[config.mk]
export PLATFORM = sky130hd
export DESIGN_NAME = fifo_data_port
export DESIGN_NICKNAME = d
export VERILOG_FILES = /design/src/rtl/fdp_pkg.sv /design/src/rtl/fdp_fifo.sv /design/src/rtl/fdp_err.sv /design/src/rtl/fifo_data_port.sv
export SDC_FILE = /design/constraint.sdc
export NUM_CORES = 1
export LEC_CHECK = 0
export CAP_MARGIN = 20
export CELL_PAD_IN_SITES_DETAIL_PLACEMENT = 1
export CELL_PAD_IN_SITES_GLOBAL_PLACEMENT = 2
export CORE_MARGIN = 1.5
export CORE_UTILIZATION = 40
export CTS_CLUSTER_SIZE = 30
export DETAILED_ROUTE_END_ITERATION = 8
export GPL_TIMING_DRIVEN = 0
export PLACE_DENSITY = 0.72
export SYNTH_ARGS = -nofsm -noshare
export SYNTH_HDL_FRONTEND = slang
export SYNTH_HIERARCHICAL = 1
export SYNTH_SLANG_ARGS = --single-unit
[constraint.sdc]
create_clock -name clk -period 2.3 [get_ports clk]
set_input_delay 0.46 -clock clk [delete_from_list [all_inputs] [get_ports clk]]
set_output_delay 0.46 -clock clk [all_outputs]
set_load 0.1 [all_outputs]
[src/rtl/fdp_pkg.sv]
package fdp_pkg;
  localparam int DATA_W = 8;
  localparam int ADDR_W = 3;

  // Illegal host access classification, shared by top and bench-facing notes
  function automatic logic host_illegal(input logic wr, input logic full,
                                        input logic rd, input logic empty);
    return (wr && full) || (rd && empty);
  endfunction
endpackage

[src/rtl/fdp_fifo.sv]
module fdp_fifo #(
  parameter int DW = 8,
  parameter int AW = 3
) (
  input  logic          clk,
  input  logic          rst_n,
  input  logic          push,
  input  logic [DW-1:0] wdata,
  input  logic          pop,
  output logic [DW-1:0] rdata,
  output logic          full,
  output logic          empty,
  output logic          push_ok,
  output logic          pop_ok
);
  localparam int DEPTH = 1 << AW;
  typedef logic [AW:0] ptr_t;

  function automatic ptr_t ptr_count(input ptr_t w, input ptr_t r);
    return w - r;
  endfunction

  function automatic logic ptr_is_full(input ptr_t w, input ptr_t r);
    return (w[AW] != r[AW]) && (w[AW-1:0] == r[AW-1:0]);
  endfunction

  function automatic logic ptr_is_empty(input ptr_t w, input ptr_t r);
    return w == r;
  endfunction

  logic [DW-1:0] mem [DEPTH];
  ptr_t wptr, rptr;
  ptr_t cnt;

  assign full    = ptr_is_full(wptr, rptr);
  assign empty   = ptr_is_empty(wptr, rptr);
  assign cnt     = ptr_count(wptr, rptr);
  assign push_ok = push && !full;
  assign pop_ok  = pop && !empty;
  assign rdata   = mem[rptr[AW-1:0]];

  always_ff @(posedge clk) begin
    if (push_ok) mem[wptr[AW-1:0]] <= wdata;
  end

  always_ff @(posedge clk) begin
    if (!rst_n) begin
      wptr <= '0;
      rptr <= '0;
    end else begin
      if (push_ok) wptr <= wptr + ptr_t'(1);
      if (pop_ok)  rptr <= rptr + ptr_t'(1);
    end
  end

  AST_NO_OVERFLOW:  assert property (@(posedge clk) disable iff (!rst_n) (push && full) |=> (wptr == $past(wptr)));
  AST_NO_UNDERFLOW: assert property (@(posedge clk) disable iff (!rst_n) (pop && empty) |=> (rptr == $past(rptr)));
  AST_COUNT_RANGE:  assert property (@(posedge clk) disable iff (!rst_n) cnt <= ptr_t'(DEPTH));
  AST_FLAGS_EXCL:   assert property (@(posedge clk) disable iff (!rst_n) !(full && empty));
  AST_BOTH_KEEP:    assert property (@(posedge clk) disable iff (!rst_n) (push_ok && pop_ok) |=> (cnt == $past(cnt)));
endmodule

[src/rtl/fdp_err.sv]
module fdp_err (
  input  logic clk,
  input  logic rst_n,
  input  logic illegal,
  input  logic clr_wr,
  input  logic clr_bit,
  output logic pulse,
  output logic flag
);
  logic clr_req;
  assign clr_req = clr_wr && clr_bit;

  always_ff @(posedge clk) begin
    if (!rst_n) begin
      pulse <= 1'b0;
      flag  <= 1'b0;
    end else begin
      pulse <= illegal;
      if (illegal)      flag <= 1'b1;
      else if (clr_req) flag <= 1'b0;
    end
  end

  AST_PULSE_SETS_FLAG: assert property (@(posedge clk) disable iff (!rst_n) pulse |-> flag);
  AST_FLAG_STICKY:     assert property (@(posedge clk) disable iff (!rst_n) (flag && !clr_req) |=> flag);
  AST_PULSE_ONE:       assert property (@(posedge clk) disable iff (!rst_n) (pulse && !$past(illegal, 2)) |=> !pulse || $past(illegal));
endmodule

[src/rtl/fifo_data_port.sv]
module fifo_data_port #(
  parameter int DATA_W = fdp_pkg::DATA_W,
  parameter int ADDR_W = fdp_pkg::ADDR_W
) (
  input  logic              clk,
  input  logic              rst_n,
  input  logic              host_wr_en,
  input  logic [DATA_W-1:0] host_wr_data,
  input  logic              host_rd_en,
  output logic [DATA_W-1:0] host_rd_data,
  input  logic              err_clr_wr,
  input  logic              err_clr_bit,
  output logic              acc_err_pulse,
  output logic              acc_err_flag,
  input  logic              tx_pop,
  output logic [DATA_W-1:0] tx_data,
  output logic              tx_full,
  output logic              tx_empty,
  input  logic              rx_push,
  input  logic [DATA_W-1:0] rx_data,
  output logic              rx_full,
  output logic              rx_empty
);
  logic              tx_push_ok, tx_pop_ok;
  logic              rx_push_ok, rx_pop_ok;
  logic [DATA_W-1:0] rx_head;
  logic              host_illegal;

  fdp_fifo #(.DW(DATA_W), .AW(ADDR_W)) u_tx (
    .clk(clk), .rst_n(rst_n),
    .push(host_wr_en), .wdata(host_wr_data),
    .pop(tx_pop), .rdata(tx_data),
    .full(tx_full), .empty(tx_empty),
    .push_ok(tx_push_ok), .pop_ok(tx_pop_ok)
  );

  fdp_fifo #(.DW(DATA_W), .AW(ADDR_W)) u_rx (
    .clk(clk), .rst_n(rst_n),
    .push(rx_push), .wdata(rx_data),
    .pop(host_rd_en), .rdata(rx_head),
    .full(rx_full), .empty(rx_empty),
    .push_ok(rx_push_ok), .pop_ok(rx_pop_ok)
  );

  assign host_illegal = fdp_pkg::host_illegal(host_wr_en, tx_full, host_rd_en, rx_empty);

  always_ff @(posedge clk) begin
    if (!rst_n)         host_rd_data <= '0;
    else if (rx_pop_ok) host_rd_data <= rx_head;
  end

  fdp_err u_err (
    .clk(clk), .rst_n(rst_n),
    .illegal(host_illegal),
    .clr_wr(err_clr_wr), .clr_bit(err_clr_bit),
    .pulse(acc_err_pulse), .flag(acc_err_flag)
  );

  AST_RDATA_HOLD:  assert property (@(posedge clk) disable iff (!rst_n) (host_rd_en && rx_empty) |=> $stable(host_rd_data));
  AST_ERR_ON_BAD:  assert property (@(posedge clk) disable iff (!rst_n) (host_wr_en && tx_full) |=> acc_err_pulse);
  AST_BUS_NO_ERR:  assert property (@(posedge clk) disable iff (!rst_n) (!host_wr_en && !host_rd_en) |=> !acc_err_pulse);
  AST_TX_TAKEN:    assert property (@(posedge clk) disable iff (!rst_n) (tx_push_ok && !tx_pop_ok) |=> !tx_empty);
  AST_RX_TAKEN:    assert property (@(posedge clk) disable iff (!rst_n) (rx_push_ok && !rx_pop_ok) |=> !rx_empty);
endmodule

==> flow_summary.toml <==
[status]
status = "complete, but fails checks"
violations = "negative setup slack"

[synth]
postSynthCellCount = 387
netlist_area_um2 = 6730
seq_area_frac_synth_pct = 66.6
ys_warn_count = 6
synth_top_family_by_area = "multiplexers"
synth_fa_ha_area_share_pct = 0.743
synth-xor-area-share_pct = 2.19
synth_cell_types = 41
synthSimpleGateAreaFrac_pct = 7.77
syn-num-nets = 415
ys_ff_latch = 160
syn_avg_cell_area_um2 = 17.4
synthMuxAreaShare_pct = 17.9
synth_compound_area_share_pct = 2.55

[finish]
postLayoutCoreUtil_pct = 52.2
fin_nets = 499
antenna_cells = 0
mostFrequentLayoutCell = "edfxtp_1"
area_delta_synth_final_pct = 28.1
final_cell_mix = "128 x edfxtp_1, 32 x mux4_2, 28 x mux2i_1, 25 x dfxtp_1, 25 x nand2_1"
drive_above_1_share_pct = 35.1

[clock_network]
cts_max_level = 4
clockBufferDepth = 2
clock_sinks = 160
clockRootBuffer = "clkbuf_16"
cts_tree = "yes"
cts_buffers = 17
ctsHoldBuffers = 0
clkLatencyLatePin_ns = 0.41
cts.reportedPaths.clkPinSlew_ns = 0.06

[grt]
grt_max_degree = 21
grt_pass1_vias = 4057
grt_usage_pct = 17.7
antenna_found_initial = 0
grt_overflow_total = 0
grt_pass1_wl_um = 23100

[timing]
finalSetupViolCount = 8
hold_slack_ns = 0.512
drv_slew = 0
skew_ns = 0.00818
fin_crit_ns = 2.50
worstMarginPinSlew_ns = 1.01
max_freq_mhz = 400
relSlewSlack_pct = 32.9
finalCritPeriodShare_pct = 109
rsz0062_at_grt = "true"
hold_viol = 0
fin_ws_ns = -0.203
fin_setup_tns_ns = -1.41

[setup_path]
crit_required_ns = 1.84
r2r-start = "u_rx/wptr[2]"
cp_common_cell = "buf_12"
critPathSlowestCell = "mux4_2"
r2r_slack_ns = 0.09
start_kind = "flop"
crit_end = "tx_data[4]"
end_kind = "output port"
r2r_end = "u_rx/mem[7][4]"
critPathMaxStageDelay_ns = 0.49
crit_fanout = 3
path_cells = "buf_6, buf_12, buf_4, mux4_2, mux2_4, buf_12"
critPathKind = "reg2out"
crit_arrival_ns = 2.04
r2r.worst_path.cells = 3

[die]
dieArea_um2 = 17600
fp-row-count = 47
core-area_um2 = 16500
ios = 46
die_h_um = 133
start_util_pct = 40.8
chipWidth_um = 133

[drt]
wl_um = 14600
drt-initial-drc-count = 183
postRouteAntennaNets = 0
vias = 3716
firstDrtPassIters = 4
drc = 0
vias_per_cell = 5.28
routedWlPerCell_um = 20.7

[placed_design]
dpl_worst_slack_ns = -0.943
io_buffers = 45
place_congestion = 0.694
dp_hpwl_um = 9630

[power_and_ir_drop]
p_per_area_nw_per_um2 = 883
peakVddDrop_mv = 0.549
p_leak_nw = 2.90

[hold_path]
hold_class = "reg2reg"

[run]
cap_violations = 0
-- synth_stat cells (all sizes together) --
cell,count,share of area [%]
mux2,18,3.0
nor2b,8,0.74
clkbuf,5,0.30
o21ai,1,0.074
ha,4,0.74
edfxtp,128,57
o41ai,1,0.41
nor3b,1,0.11
dfxtp,32,9.5
nand2b,14,1.3
nor4,6,1.0
and2,3,0.30
o211ai,2,0.22
nand3b,1,0.11
nand3,6,0.45
or3b,2,0.26
nor3,2,0.15
a41oi,4,0.52
nor2,4,0.22
nor4b,7,0.91
nand4,6,0.56
nand2,25,1.4
and3b,2,0.26
mux2i,28,4.2
mux4,32,11
a311o,4,0.59
inv,2,0.11
a22o,1,0.13
buf,18,1.9
xor2,8,1.2
a31oi,1,0.093
xnor2,8,1.0
o41a,3,0.50
-- power by group --
| group | switching, W | total [W] | leakage, nW | internal, W |
|---|---|---|---|---|
| clock network | 0.00109 | 0.00249 | 0.256 | 0.00140 |
| logic | 0.00106 | 0.00182 | 1.22 | 0.000753 |
| registers | 0.0000740 | 0.00331 | 1.43 | 0.00324 |
-- area by class of cell --
| class | instances | area [um2] |
|---|---|---|
| Clock inverter | 10 | 66.3 |
| Sequential cell | 160 | 4490 |
| Timing Repair Buffer | 65 | 724 |
| Inverter | 2 | 7.51 |
| Clock buffer | 22 | 454 |
| Multi-Input combinational cell | 202 | 2420 |
| Buffer | 23 | 186 |
| Tap cell | 220 | 275 |
| Fill cell | 1538 | 7900 |
-- repair_timing --
action | CTS | global route
pin swaps | 2 | 0
setup buffers | 7 | 0
gates resized for setup | 129 | 20
gates cloned | 1 | 0
setup endpoints to repair | 34 | 51
-- state kept, by name (all words and copies together) (netlist names), 4 cells and up, named ones only --
register	count
u_rx/mem	64
u_tx/rptr	4
u_rx/wptr	4
host_rd_data	8
u_tx/mem	64
u_rx/rptr	4
u_tx/wptr	4
-- how the worst min path moves through the flow --
| stage | end | depth (start not counted) | startpoint | slack, ns |
|---|---|---|---|---|
| finish | host_rd_data[1] | 2 | host_rd_data[1] | 0.51 |
| global route | host_rd_data[3] | 2 | host_rd_data[3] | 0.55 |
| CTS | host_rd_data[1] | 2 | host_rd_data[1] | 0.52 |
| detailed placement | host_rd_data[1] | 2 | host_rd_data[1] | 0.51 |
| global placement | host_rd_data[5] | 2 | host_rd_data[5] | 0.50 |
| floorplan | u_tx/rptr[2] | 2 | u_tx/rptr[2] | 0.50 |
-- layer usage --
layer  up-vias  track usage (%)  share of wire, %
met5         -                0                 0
met4         0             5.43              0.82
met3         9             4.02               2.2
met2        44             30.0                52
met1      1962             22.8                45
li1       1701                -                 -
-- kinds of logic after synthesis --
logic type	Yosys count
compound gates	17
xor+xnor	16
fa+ha+maj	4
buf+inv	25
flops	160
mux	78
simple gates	87
-- through the flow --
step	instances	total power, W	area (um2)
floorplan	387	0.00456	6820
detailed placement	665	0.00497	7730
finish	704	0.00762	8630
global placement	652	0.00493	7540
global route	704	0.00791	8630
CTS	705	0.00769	8530
-- worst max-delay path, delay by kind of cell, from the launching register on --
family,cells,cell delay (ns)
buffers and inverters,4,0.50
muxes,2,0.80
DFF,1,0.32
(Power assumes the default switching activity.)
